### src/rtl/cbs_pkg.sv
package cbs_pkg;

    typedef enum logic {
        ST_COLLECT = 1'b0,
        ST_DECIDE  = 1'b1
    } cbs_state_e;

    typedef enum logic {
        MODE_SINGLE = 1'b0,
        MODE_TRIPLE = 1'b1
    } cbs_mode_e;

    localparam logic RECESSIVE = 1'b1;

    // majority over an odd-sized vote vector
    function automatic logic vote_major(input logic [2:0] votes);
        return (votes[0] & votes[1]) | (votes[0] & votes[2]) | (votes[1] & votes[2]);
    endfunction

endpackage

### src/rtl/cbs_rx_sync.sv
module cbs_rx_sync #(
    parameter int STAGES = 2
) (
    input  logic clk,
    input  logic rst_n,
    input  logic din,
    output logic dout
);
    import cbs_pkg::*;

    logic [STAGES-1:0] chain_q;

    generate
        for (genvar g = 0; g < STAGES; g++) begin : g_stage
            if (g == 0) begin : g_first
                always_ff @(posedge clk or negedge rst_n) begin
                    if (!rst_n) chain_q[g] <= RECESSIVE;
                    else        chain_q[g] <= din;
                end
            end else begin : g_rest
                always_ff @(posedge clk or negedge rst_n) begin
                    if (!rst_n) chain_q[g] <= RECESSIVE;
                    else        chain_q[g] <= chain_q[g-1];
                end
            end
        end
    endgenerate

    assign dout = chain_q[STAGES-1];

endmodule

### src/rtl/cbs_sample_hist.sv
module cbs_sample_hist #(
    parameter int TAPS = 2
) (
    input  logic            clk,
    input  logic            rst_n,
    input  logic            shift_en,
    input  logic            din,
    output logic [TAPS-1:0] taps
);
    import cbs_pkg::*;

    logic [TAPS-1:0] hist_q;

    always_ff @(posedge clk or negedge rst_n) begin
        if (!rst_n)        hist_q <= {TAPS{RECESSIVE}};
        else if (shift_en) hist_q <= {hist_q[TAPS-2:0], din};
    end

    assign taps = hist_q;

    // newest pre-sample lands in slot 0, older moves up
    assert_hist_newest_R5: assert property (@(posedge clk) disable iff (!rst_n)
        shift_en |=> taps[0] == $past(din));
    assert_hist_age_R5: assert property (@(posedge clk) disable iff (!rst_n)
        shift_en |=> taps[1] == $past(taps[0]));
    assert_hist_hold_R5: assert property (@(posedge clk) disable iff (!rst_n)
        !shift_en |=> $stable(taps));

endmodule

### src/rtl/cbs_mode_reg.sv
module cbs_mode_reg (
    input  logic clk,
    input  logic rst_n,
    input  logic freeze,
    input  logic wr,
    input  logic wdata,
    output logic mode
);
    import cbs_pkg::*;

    cbs_mode_e mode_q;

    always_ff @(posedge clk or negedge rst_n) begin
        if (!rst_n)             mode_q <= MODE_SINGLE;
        else if (wr && freeze)  mode_q <= cbs_mode_e'(wdata);
    end

    assign mode = mode_q;

    assert_mode_write_R7: assert property (@(posedge clk) disable iff (!rst_n)
        (wr && freeze) |=> mode == $past(wdata));
    assert_mode_locked_R8: assert property (@(posedge clk) disable iff (!rst_n)
        !freeze |=> $stable(mode));

endmodule

### src/rtl/can_bit_sampler.sv
module can_bit_sampler #(
    parameter int SYNC_STAGES = 2,
    parameter int PRE_TAPS    = 2
) (
    input  logic clk,
    input  logic rst_n,
    input  logic rx_in,
    input  logic pre_strobe,
    input  logic sp_strobe,
    input  logic freeze,
    input  logic cfg_wr,
    input  logic cfg_wdata,
    output logic triple_mode,
    output logic bit_out,
    output logic bit_valid
);
    import cbs_pkg::*;

    localparam int VOTES = PRE_TAPS + 1;

    logic                rx_s;
    logic [PRE_TAPS-1:0] pre_taps;
    logic                mode;
    logic [VOTES-1:0]    ballot;
    logic                decided;
    logic                bit_q;
    cbs_state_e          state_q, state_d;

    cbs_rx_sync #(.STAGES(SYNC_STAGES)) u_sync (
        .clk   (clk),
        .rst_n (rst_n),
        .din   (rx_in),
        .dout  (rx_s)
    );

    cbs_sample_hist #(.TAPS(PRE_TAPS)) u_hist (
        .clk      (clk),
        .rst_n    (rst_n),
        .shift_en (pre_strobe),
        .din      (rx_s),
        .taps     (pre_taps)
    );

    cbs_mode_reg u_mode (
        .clk   (clk),
        .rst_n (rst_n),
        .freeze(freeze),
        .wr    (cfg_wr),
        .wdata (cfg_wdata),
        .mode  (mode)
    );

    assign ballot = {pre_taps, rx_s};

    always_comb begin
        if (mode == MODE_TRIPLE) decided = vote_major(ballot);
        else                     decided = rx_s;
    end

    // state register
    always_ff @(posedge clk or negedge rst_n) begin
        if (!rst_n) state_q <= ST_COLLECT;
        else        state_q <= state_d;
    end

    always_comb begin
        state_d = state_q;
        unique case (state_q)
            ST_COLLECT: if (sp_strobe) state_d = ST_DECIDE;
            ST_DECIDE:  state_d = sp_strobe ? ST_DECIDE : ST_COLLECT;
            default:    state_d = ST_COLLECT;
        endcase
    end

    // outputs
    always_ff @(posedge clk or negedge rst_n) begin
        if (!rst_n)         bit_q <= RECESSIVE;
        else if (sp_strobe) bit_q <= decided;
    end

    always_comb begin
        bit_valid   = (state_q == ST_DECIDE);
        bit_out     = bit_q;
        triple_mode = mode;
    end

    assert_valid_follows_sp_R6: assert property (@(posedge clk) disable iff (!rst_n)
        sp_strobe |=> bit_valid);
    assert_valid_quiet_R6: assert property (@(posedge clk) disable iff (!rst_n)
        !sp_strobe |=> (!bit_valid && $stable(bit_out)));
    assert_single_sample_R3: assert property (@(posedge clk) disable iff (!rst_n)
        (sp_strobe && !triple_mode) |=> bit_out == $past(rx_s));
    assert_majority_R4: assert property (@(posedge clk) disable iff (!rst_n)
        (sp_strobe && triple_mode && pre_taps[0] == pre_taps[1])
        |=> bit_out == $past(pre_taps[0]));

endmodule

### config.mk
export PLATFORM = sky130hd
export DESIGN_NAME = can_bit_sampler
export DESIGN_NICKNAME = d
export VERILOG_FILES = /design/src/rtl/cbs_pkg.sv /design/src/rtl/cbs_rx_sync.sv /design/src/rtl/cbs_sample_hist.sv /design/src/rtl/cbs_mode_reg.sv /design/src/rtl/can_bit_sampler.sv
export SDC_FILE = /design/constraint.sdc
export NUM_CORES = 1
export LEC_CHECK = 0
export ABC_AREA = 1
export BUFFER_PORTS_ARGS = -buffer_cell sky130_fd_sc_hd__buf_4
export CORE_AREA = 8 8 45 47
export CTS_BUF_LIST = sky130_fd_sc_hd__clkbuf_2
export CTS_CLUSTER_SIZE = 28
export DETAILED_ROUTE_END_ITERATION = 10
export DIE_AREA = 0 0 53 55
export GPL_ROUTABILITY_DRIVEN = 0
export GPL_TIMING_DRIVEN = 0
export SLEW_MARGIN = 20
export SYNTH_ARGS = -nofsm -noshare
export SYNTH_HDL_FRONTEND = slang
export SYNTH_SLANG_ARGS = --single-unit
### constraint.sdc
create_clock -name clk -period 1.3 [get_ports clk]
set_input_delay 0.13 -clock clk [delete_from_list [all_inputs] [get_ports clk]]
set_output_delay 0.13 -clock clk [all_outputs]
set_load 0.02 [all_outputs]
==> results.txt, run 1 <==
Number of instances resized during post-cts repair: 0
Combined global-route utilization of all metal layers: 0.04885
Category of the worst setup path launch point: register
Max Cap Violations: 0
Ratio of cells with drive above 1 in the final layout: 0.4318
Setup repair after global routing missed its margin: false
Num Clock Sinks: 7
Cts bufs inserted: 3
Iteration-0 DRC count of the detailed router: 0
HP Start: sp_strobe
Post-Syn Area: 264.0 um^2
Fraction of the yosys area taken by sequential cells: 0.6872
Final Hold Violating Endpoints: 0
Clock transition time at the flip-flop clock pins of the worst setup and hold paths: 0.08 ns
Net count after synthesis: 36
Count of vias placed by the detailed router: 222
Antenna diode count: 0
Avg Synthesized Cell Area: 9.429 um^2
Gr ovfl total: 0
Internal reg-to-reg setup slack: 0.41 ns
Class of the tightest hold or removal check: primary input to register
Drt wl/cell: 8.583 um
Initial standard-cell utilization of the core: 0.1908
Status: finished clean
R2r startpoint: u_hist.taps[0]
Total instance count after detailed placement: 54
Reg2Reg Depth: 6
Initial DRT Pass Iterations: 1
Post-synth cell types: 8
Slowest CP cell: dfstp_2
Utilization after layout: 0.2884
CTS tree: yes
Number of buffer and inverter stages on the critical path: 1
Antenna violations before repair: 0
Multi-input gate area in the final layout: 67.56 um^2
Number of storage elements in the synthesis netlist: 7
Maximum level of the CTS H-tree: 1
Final setup violation count: 0
Cell type group with the largest total delay on the critical path: flip-flops
Data required time of the critical path: 1.17 ns
Syn-to-layout area delta: 51.19%
Post-layout instance count excluding filler cells: 60
First-pass GRT wire length: 1000 um
Number of fillers in the final layout: 155
Maximum fanout encountered on the critical timing path: 2
Horizontal extent of the die: 53 um
Ys Warns: 0
Fraction of the cycle the final worst path needs: 0.7848
WHS Endpoint: bit_valid
Total Die Area: 2915 um^2
I/O pin total: 11
Data arrival time of the critical path: 0.89 ns
Hold-critical path depth: 1
Fin Setup TNS: 0 ns
Gate count of the mapped netlist: 28
Worst setup path category: register to output port
Kind of end point of the critical path: output port
Detailed-route vias per instance: 3.700
Number of nets with antenna violations after detailed routing: 0
Core Box Area: 1384 um^2
Transition time of the tightest slew-check pin: 0.1338 ns
Final-report max-slew violation count: 0
Fin Clk Skew: 0.004997 ns
Die Span Y: 55 um
Cell at the root of the clock tree: clkbuf_2
Pin count of the biggest net entering global routing: 8
Final layout net count: 53
Clock latency of the later-clocked register in the worst-skew pair: 0.23 ns
Count of input and output buffers: 10
Achievable clock frequency: 980.2 MHz
Worst-case clock buffer depth: 2
Crit Reg-Reg Endpoint: bit_out
Period minus WS final: 1.020 ns
Number of rows in the core area: 14
Worst ir drop on vdd: 415.4 uV
Footprint of the flip-flops and latches: 181.4 um^2
Via count of the first global-routing pass: 249
Critical Path, Cell by Cell: buf_4
Crit-path max cell delay: 0.53 ns
Relative slew slack: 0.9099
Post-detailed-routing wire length: 515 um
Power per cell area: 1256 nW/um^2
Number of DRC violations after detailed routing: 0
Leakage power summed over all cells: 0.0002142 uW
flip-flops by register name, indices dropped and copies added (netlist names):
signal and flops:
u_sync.dout 1, bit_valid 1, u_hist.taps 2, u_sync.chain_q 1, u_mode.mode 1, bit_out 1
cells by family (layout without fill, tap and decap cells):
group / after synthesis / in the layout / share of synthesized area
DFF: 7 / 7 / 0.6872
AOI/OAI and AO/OA: 2 / 2 / 0.03788
buffers and inverters: 4 / 20 / 0.05686
and+or+nand+nor: 15 / 15 / 0.2180
cell usage after synthesis:
cell     number  area [um^2]
a21oi_1       1        5.000
dfrtp_1       2        50.05
dfstp_2       5        131.4
inv_1         4        15.01
nand2_1      13        48.80
nand3_1       1        5.000
nor2_1        1        3.750
o21ai_0       1        5.000
metrics by stage:
step / setup slack [ns] / area, um^2 / total power, uW / hold WS, ns
detailed placement: 0.4210 / 359.1 / 341.7 / -0.05064
global route: 0.2378 / 399.1 / 539.4 / 0.0001480
CTS: 0.2613 / 399.1 / 514.2 / 0.008426
global placement: 0.4275 / 359.1 / 339.7 / -0.05437
floorplan: 0.4702 / 264.0 / 297.2 / -0.1656
finish: 0.2798 / 399.1 / 501.2 / 0.02119
area by class of cell:
cell class,instances,share of cell area
Sequential cell,7,0.4545
Timing Repair Buffer,12,0.2382
Multi-Input combinational cell,17,0.1693
Tap cell,16,0.05016
Inverter,4,0.03762
Clock buffer,4,0.05016
layer usage:
metal | share of wire | vias up | track usage
li1 | - | 114 | -
met4 | 0 | 0 | 0
met3 | 0.18 | 0 | 0.05882
met5 | 0 | - | 0
met2 | 0.44 | 12 | 0.07617
met1 | 0.38 | 96 | 0.04308
placed cells by master (no fill, tap or decap):
cell type / n
a21oi_1: 1
buf_4: 10
clkbuf_2: 4
dfrtp_1: 2
dfstp_2: 5
dlygate4sd3_1: 2
inv_1: 4
nand2_1: 13
nand3_1: 1
nor2_1: 1
o21ai_0: 1
worst max-delay path by stage:
| stage | depth (start not counted) | to | slack, ns | startpoint |
|---|---|---|---|---|
| after floorplan | 6 | bit_out | 0.47 | u_hist.taps[0] |
| after detailed placement | 6 | bit_out | 0.42 | u_hist.taps[0] |
| after global placement | 6 | bit_out | 0.43 | u_hist.taps[0] |
| final | 1 | bit_out | 0.28 | bit_out |
| after CTS | 1 | bit_out | 0.26 | bit_out |
| after global routing | 1 | bit_out | 0.24 | bit_out |
where the power goes:
group	switching [uW]	internal (uW)	total, uW
clock network	79.5	81.8	161
registers	10.2	247	257
logic	41.2	41.2	82.4
total	131	370	501
timing repair:
action | CTS | global route
buffers inserted | 0 | 0
hold endpoints to repair | 8 | 0
hold buffers | 2 | 0
No activity file was read; power rests on OpenSTA's default activity.
==> run 2, diff against run 1 <==
==> constraint.sdc (replaced) <==
create_clock -name clk -period 0.9 [get_ports clk]
set_input_delay 0.09 -clock clk [delete_from_list [all_inputs] [get_ports clk]]
set_output_delay 0.09 -clock clk [all_outputs]
set_load 0.02 [all_outputs]
==> results.txt, run 2 (synthesized netlist as in run 1, its figures left out) <==
Status: finished, violations left
Violations in the final reports: setup timing
Final setup violation count: 1 (+1)
Slowest CP cell: dfstp_2
Core Box Area: 1384 um^2 (unchanged)
Number of rows in the core area: 14 (unchanged)
Count of vias placed by the detailed router: 232 (+4.5%)
Pin count of the biggest net entering global routing: 8 (unchanged)
Die Span Y: 55 um (unchanged)
Worst setup path category: register to output port
Count of input and output buffers: 10 (unchanged)
Kind of end point of the critical path: output port
Detailed-route vias per instance: 3.742 (+1.1%)
Transition time of the tightest slew-check pin: 0.1338 ns (+0.00003088 ns)
Cell area after layout: 430.4 um^2 (+7.8%)
Maximum fanout encountered on the critical timing path: 2 (unchanged)
Critical Path, Cell by Cell: buf_6
Clock transition time at the flip-flop clock pins of the worst setup and hold paths: 0.08 ns (about the same)
Maximum level of the CTS H-tree: 1 (unchanged)
Post-detailed-placement cell area: 359.1 um^2 (unchanged)
Worst ir drop on vdd: 600.1 uV (+44%)
Crit-path max cell delay: 0.54 ns (about the same)
Final Hold Violating Endpoints: 0 (unchanged)
Achievable clock frequency: 1031 MHz
Drt wl/cell: 8.823 um (+2.8%)
Category of the worst setup path launch point: register
Initial DRT Pass Iterations: 1 (unchanged)
Via count of the first global-routing pass: 256 (+2.8%)
Routing usage on met2: 0.07617 (unchanged)
Data required time of the critical path: 0.81 ns (-0.36 ns)
Antenna violations before repair: 0 (unchanged)
Fin Clk Skew: 0.004794 ns (-0.0002027 ns)
Cell at the root of the clock tree: clkbuf_2
First-pass GRT wire length: 1048 um (+4.8%)
Num Clock Sinks: 7 (unchanged)
Post-detailed-routing wire length: 547 um (+6.2%)
I/O pin total: 11 (unchanged)
Utilization after layout: 0.3110 (+0.02260)
CTS tree: yes
Total Die Area: 2915 um^2 (unchanged)
Combined global-route utilization of all metal layers: 0.05058 (+0.001730)
Commonest cells after routing, fill and taps aside: 12 x nand2_1, 8 x buf_4, 5 x dfstp_2
Period minus WS final: 0.9699 ns
Worst setup slack after layout: -0.06987 ns (-0.3496 ns)
Relative slew slack: 0.9099 (about the same)
Cell type group with the largest total delay on the critical path: flip-flops
Worst-case clock buffer depth: 2 (unchanged)
Clock latency of the later-clocked register in the worst-skew pair: 0.23 ns (about the same)
Met1 layer usage reported by global route: 0.04946 (+0.006382)
Setup repair after global routing missed its margin: true
Data arrival time of the critical path: 0.88 ns (about the same)
Max Cap Violations: 0 (unchanged)
Max reg flops: 2 (unchanged)
Horizontal extent of the die: 53 um (unchanged)
Leakage power summed over all cells: 0.0002252 uW (+5.1%)
Most heavily used metal layer in global routing: met2
Ratio of cells with drive above 1 in the final layout: 0.5000 (+0.06818)
Number of nets with antenna violations after detailed routing: 0 (unchanged)
Gr ovfl total: 0 (unchanged)
Initial standard-cell utilization of the core: 0.1908 (unchanged)
Class of the tightest hold or removal check: primary input to register
Final-report max-slew violation count: 0 (unchanged)
Leading cell type in the layout, fill and taps excluded: nand2_1
Syn-to-layout area delta: 63.03%
Antenna diode count: 0 (unchanged)
Fraction of the cycle the final worst path needs: 1.078
Iteration-0 DRC count of the detailed router: 0 (unchanged)
Number of DRC violations after detailed routing: 0 (unchanged)
Final layout net count: 55 (+3.8%)
Cts bufs inserted: 3 (unchanged)
Power per cell area: 1756 nW/um^2 (+40%)
Number of buffer and inverter stages on the critical path: 1 (unchanged)
Met3 global-route usage: 0.05615 (-0.002674)
## run 2: cell types whose count changed in the layout (fill, tap and decap cells not counted), moves of 2 or more
cell / delta
inv_2: +2
inv_1: -2
buf_6: +3
buf_4: -2
## run 2: timing repair
item,in CTS,in global routing
gates cloned,0,0
resized for setup,1,5
pin swaps,0,2
endpoints found under the hold margin,9,0
endpoints found under the setup margin,2,3
buffers inserted,1,0
hold buffers,3,0
## run 2: power by group
group | leakage [uW] | switching [uW] | internal (uW)
clock network | 0.0000166 | 115 | 118
registers | 0.0000766 | 17.8 | 358
logic | 0.000132 | 66.3 | 81.4
total | 0.000225 | 199 | 557
## run 2: metal layers
metal / share of wire / vias up
li1: - / 119
met1: 0.38 / 101
met2: 0.44 / 12
met3: 0.18 / 0
met4: 0 / 0
met5: 0 / -
## run 2: worst paths after layout
kind                       cells past startpoint  slack, ns           endpoint               from
max in group asynchronous                      2       0.49  u_sync.chain_q[0]              rst_n
hold / removal                                 2       0.02     u_hist.taps[1]         pre_strobe
setup / recovery                               1      -0.07            bit_out            bit_out
hold reg to reg                                0       0.36        u_sync.dout  u_sync.chain_q[0]
min in group asynchronous                      2       0.20          bit_valid              rst_n
setup reg to reg                               6       0.03            bit_out     u_hist.taps[0]
## run 2: final cells by class
type,instances,area (um^2)
well taps,16,20.02
fillers,156,953.4
inverters,4,15.01
clock buffers,4,20.02
multi-input cells,17,70.07
repair buffers,14,123.9
flip-flops and latches,7,181.4
## run 2: stage by stage
stage | power [uW] | std cells | setup TNS, ns | hold slack (ns) | worst slack [ns]
after global routing | 812.3 | 62 | -0.1647 | 0.007420 | -0.1094
after detailed placement | 493.6 | 54 | 0 | -0.09064 | 0.02103
after CTS | 760.4 | 62 | -0.08699 | 0.008219 | -0.08699
after global placement | 490.6 | 54 | 0 | -0.09437 | 0.02753
after floorplan | 429.3 | 28 | 0 | -0.2056 | 0.07020
final | 755.9 | 62 | -0.06987 | 0.02065 | -0.06987
==> run 3, diff against run 2 <==
--- a/config.mk
+++ b/config.mk
@@ -8,7 +8,7 @@
 export ABC_AREA = 1
 export BUFFER_PORTS_ARGS = -buffer_cell sky130_fd_sc_hd__buf_4
 export CORE_AREA = 8 8 45 47
-export CTS_BUF_LIST = sky130_fd_sc_hd__clkbuf_2
+export CTS_BUF_LIST = sky130_fd_sc_hd__clkbuf_4 sky130_fd_sc_hd__clkbuf_8
 export CTS_CLUSTER_SIZE = 28
 export DETAILED_ROUTE_END_ITERATION = 10
 export DIE_AREA = 0 0 53 55
==> results.txt, run 3 (synthesized netlist as in run 1, its figures left out) <==
Antenna violations before repair: 0 (unchanged)
Max Cap Violations: 0 (unchanged)
Total Die Area: 2915 um^2 (unchanged)
Final-report max-slew violation count: 0 (unchanged)
Number of buffer and inverter stages on the critical path: 1 (unchanged)
R2r startpoint: u_hist.taps[0]
WHS Endpoint: u_mode.mode
Transition time of the tightest slew-check pin: 0.1338 ns (-0.0000002384 ns)
Maximum fanout encountered on the critical timing path: 2 (unchanged)
Number of fillers in the final layout: 154 (-1.3%)
Crit Reg-Reg Endpoint: bit_out
CP Launch Point: bit_out
Total instance count after detailed placement: 54 (unchanged)
Worst ir drop on vdd: 799.1 uV (+33%)
HP Start: cfg_wdata
Crit-path max cell delay: 0.53 ns (about the same)
Internal reg-to-reg setup slack: 0.03 ns (about the same)
Die Span Y: 55 um (unchanged)
Post-layout instance count excluding filler cells: 63 (+1.6%)
Maximum level of the CTS H-tree: 1 (unchanged)
Violations in the final reports: setup timing
Achievable clock frequency: 1019 MHz (-1.2%)
Antenna diode count: 0 (unchanged)
Drt wl/cell: 8.683 um (-1.6%)
Utilization after layout: 0.3255 (+0.01447)
Initial DRT Pass Iterations: 1 (unchanged)
Via count of the first global-routing pass: 266 (+3.9%)
Leading cell type in the layout, fill and taps excluded: nand2_1
Slowest CP cell: dfstp_2
Gr ovfl total: 0 (unchanged)
Cts bufs inserted: 3 (unchanged)
Cell type group with the largest total delay on the critical path: flip-flops
Fin Setup TNS: -0.08143 ns (-0.01155 ns)
Data arrival time of the critical path: 0.89 ns (about the same)
Leakage power summed over all cells: 0.0002312 uW (+2.6%)
Category of the worst setup path launch point: register
Fin Clk Skew: 0.003481 ns (-0.001313 ns)
First-pass GRT wire length: 1055 um (+0.67%)
Worst setup path category: register to output port
Fraction of the cycle the final worst path needs: 1.090 (+0.01284)
Clock transition time at the flip-flop clock pins of the worst setup and hold paths: 0.05 ns (-0.03 ns)
Status: finished, violations left
Count of input and output buffers: 10 (unchanged)
Final Hold Violating Endpoints: 0 (unchanged)
Multi-input gate area in the final layout: 70.07 um^2 (unchanged)
Number of rows in the core area: 14 (unchanged)
Class of the tightest hold or removal check: primary input to register
Worst-case clock buffer depth: 2 (unchanged)
Number of nets with antenna violations after detailed routing: 0 (unchanged)
Number of gates on the worst path with buffers counted: 1 (unchanged)
Critical Path, Cell by Cell: buf_6
Relative slew slack: 0.9099 (unchanged)
Detailed-route vias per instance: 3.730 (-0.31%)
Iteration-0 DRC count of the detailed router: 0 (unchanged)
Num Clock Sinks: 7 (unchanged)
Max reg flops: 2 (unchanged)
Initial standard-cell utilization of the core: 0.1908 (unchanged)
Core Box Area: 1384 um^2 (unchanged)
Ratio of cells with drive above 1 in the final layout: 0.4894 (-0.01064)
I/O pin total: 11 (unchanged)
Number of DRC violations after detailed routing: 0 (unchanged)
Fin Hold WS: 0.06161 ns (+0.04097 ns)
Clock latency of the later-clocked register in the worst-skew pair: 0.25 ns (+0.02 ns)
Kind of end point of the critical path: output port
Final setup violation count: 1 (unchanged)
Commonest cells after routing, fill and taps aside: 12 x nand2_1, 8 x buf_4, 5 x dfstp_2
Worst setup slack after layout: -0.08143 ns (-0.01155 ns)
Footprint of the flip-flops and latches: 181.4 um^2 (unchanged)
Horizontal extent of the die: 53 um (unchanged)
Setup repair after global routing missed its margin: true
Final layout net count: 56 (+1.8%)
Syn-to-layout area delta: 70.62%
Power per cell area: 1864 nW/um^2 (+6.1%)
Cell at the root of the clock tree: clkbuf_4
Combined global-route utilization of all metal layers: 0.05058 (unchanged)
Pin count of the biggest net entering global routing: 8 (unchanged)
Count of vias placed by the detailed router: 235 (+1.3%)
CTS tree: yes
Post-detailed-routing wire length: 547 um (unchanged)
Reg2Reg Depth: 6 (unchanged)
Data required time of the critical path: 0.81 ns (about the same)
Period minus WS final: 0.9814 ns (+0.01155 ns)
Hold-critical path depth: 3 (+1)
==> run 3: cell count changes in the layout (fill, tap and decap cells not counted) <==
| cell | before | now |
|---|---|---|
| dlygate4sd3_1 | 3 | 4 |
| clkbuf_4 | 0 | 4 |
| clkbuf_2 | 4 | 0 |
==> run 3: area by class of cell <==
cell class	count	area share
tap	16	0.04444
multi-input combinational	17	0.1556
sequential	7	0.4028
timing repair buffer	15	0.2972
inverter	4	0.03333
clock buffer	4	0.06667
==> run 3: what timing repair did <==
action / CTS / global route
setup endpoints to repair: 2 / 3
gates resized for setup: 1 / 5
buffers inserted: 1 / 0
hold buffers: 4 / 0
pin swaps: 0 / 2
hold endpoints to repair: 10 / 0
==> run 3: layer usage <==
metal  part of all wire  GRT usage  vias to the layer above
li1                   -          -                      121
met1               0.40    0.04946                      102
met2               0.43    0.07617                       12
met3               0.16    0.05615                        0
met4                  0          0                        0
met5                  0          0                        -
==> run 3: metrics by stage <==
step | setup slack, ns | total power [uW] | cell area (um^2)
after global placement | 0.02753 | 490.6 | 359.1
after detailed placement | 0.02103 | 493.6 | 359.1
after floorplan | 0.07020 | 429.3 | 264.0
final | -0.08143 | 839.5 | 450.4
after global routing | -0.1101 | 900.3 | 450.4
after CTS | -0.09357 | 845.8 | 440.4
==> run 3: power by group <==
part	internal [uW]	switching, uW
Sequential	358	17.8
Combinational	84.2	66.9
Clock	199	113
Total	642	198
==> run 3: worst max path at each step <==
| stage | to | slack, ns |
|---|---|---|
| after floorplan | bit_out | 0.07 |
| after detailed placement | bit_out | 0.02 |
| after global placement | bit_out | 0.03 |
| after global routing | bit_out | -0.11 |
| final | bit_out | -0.08 |
| after CTS | bit_out | -0.09 |
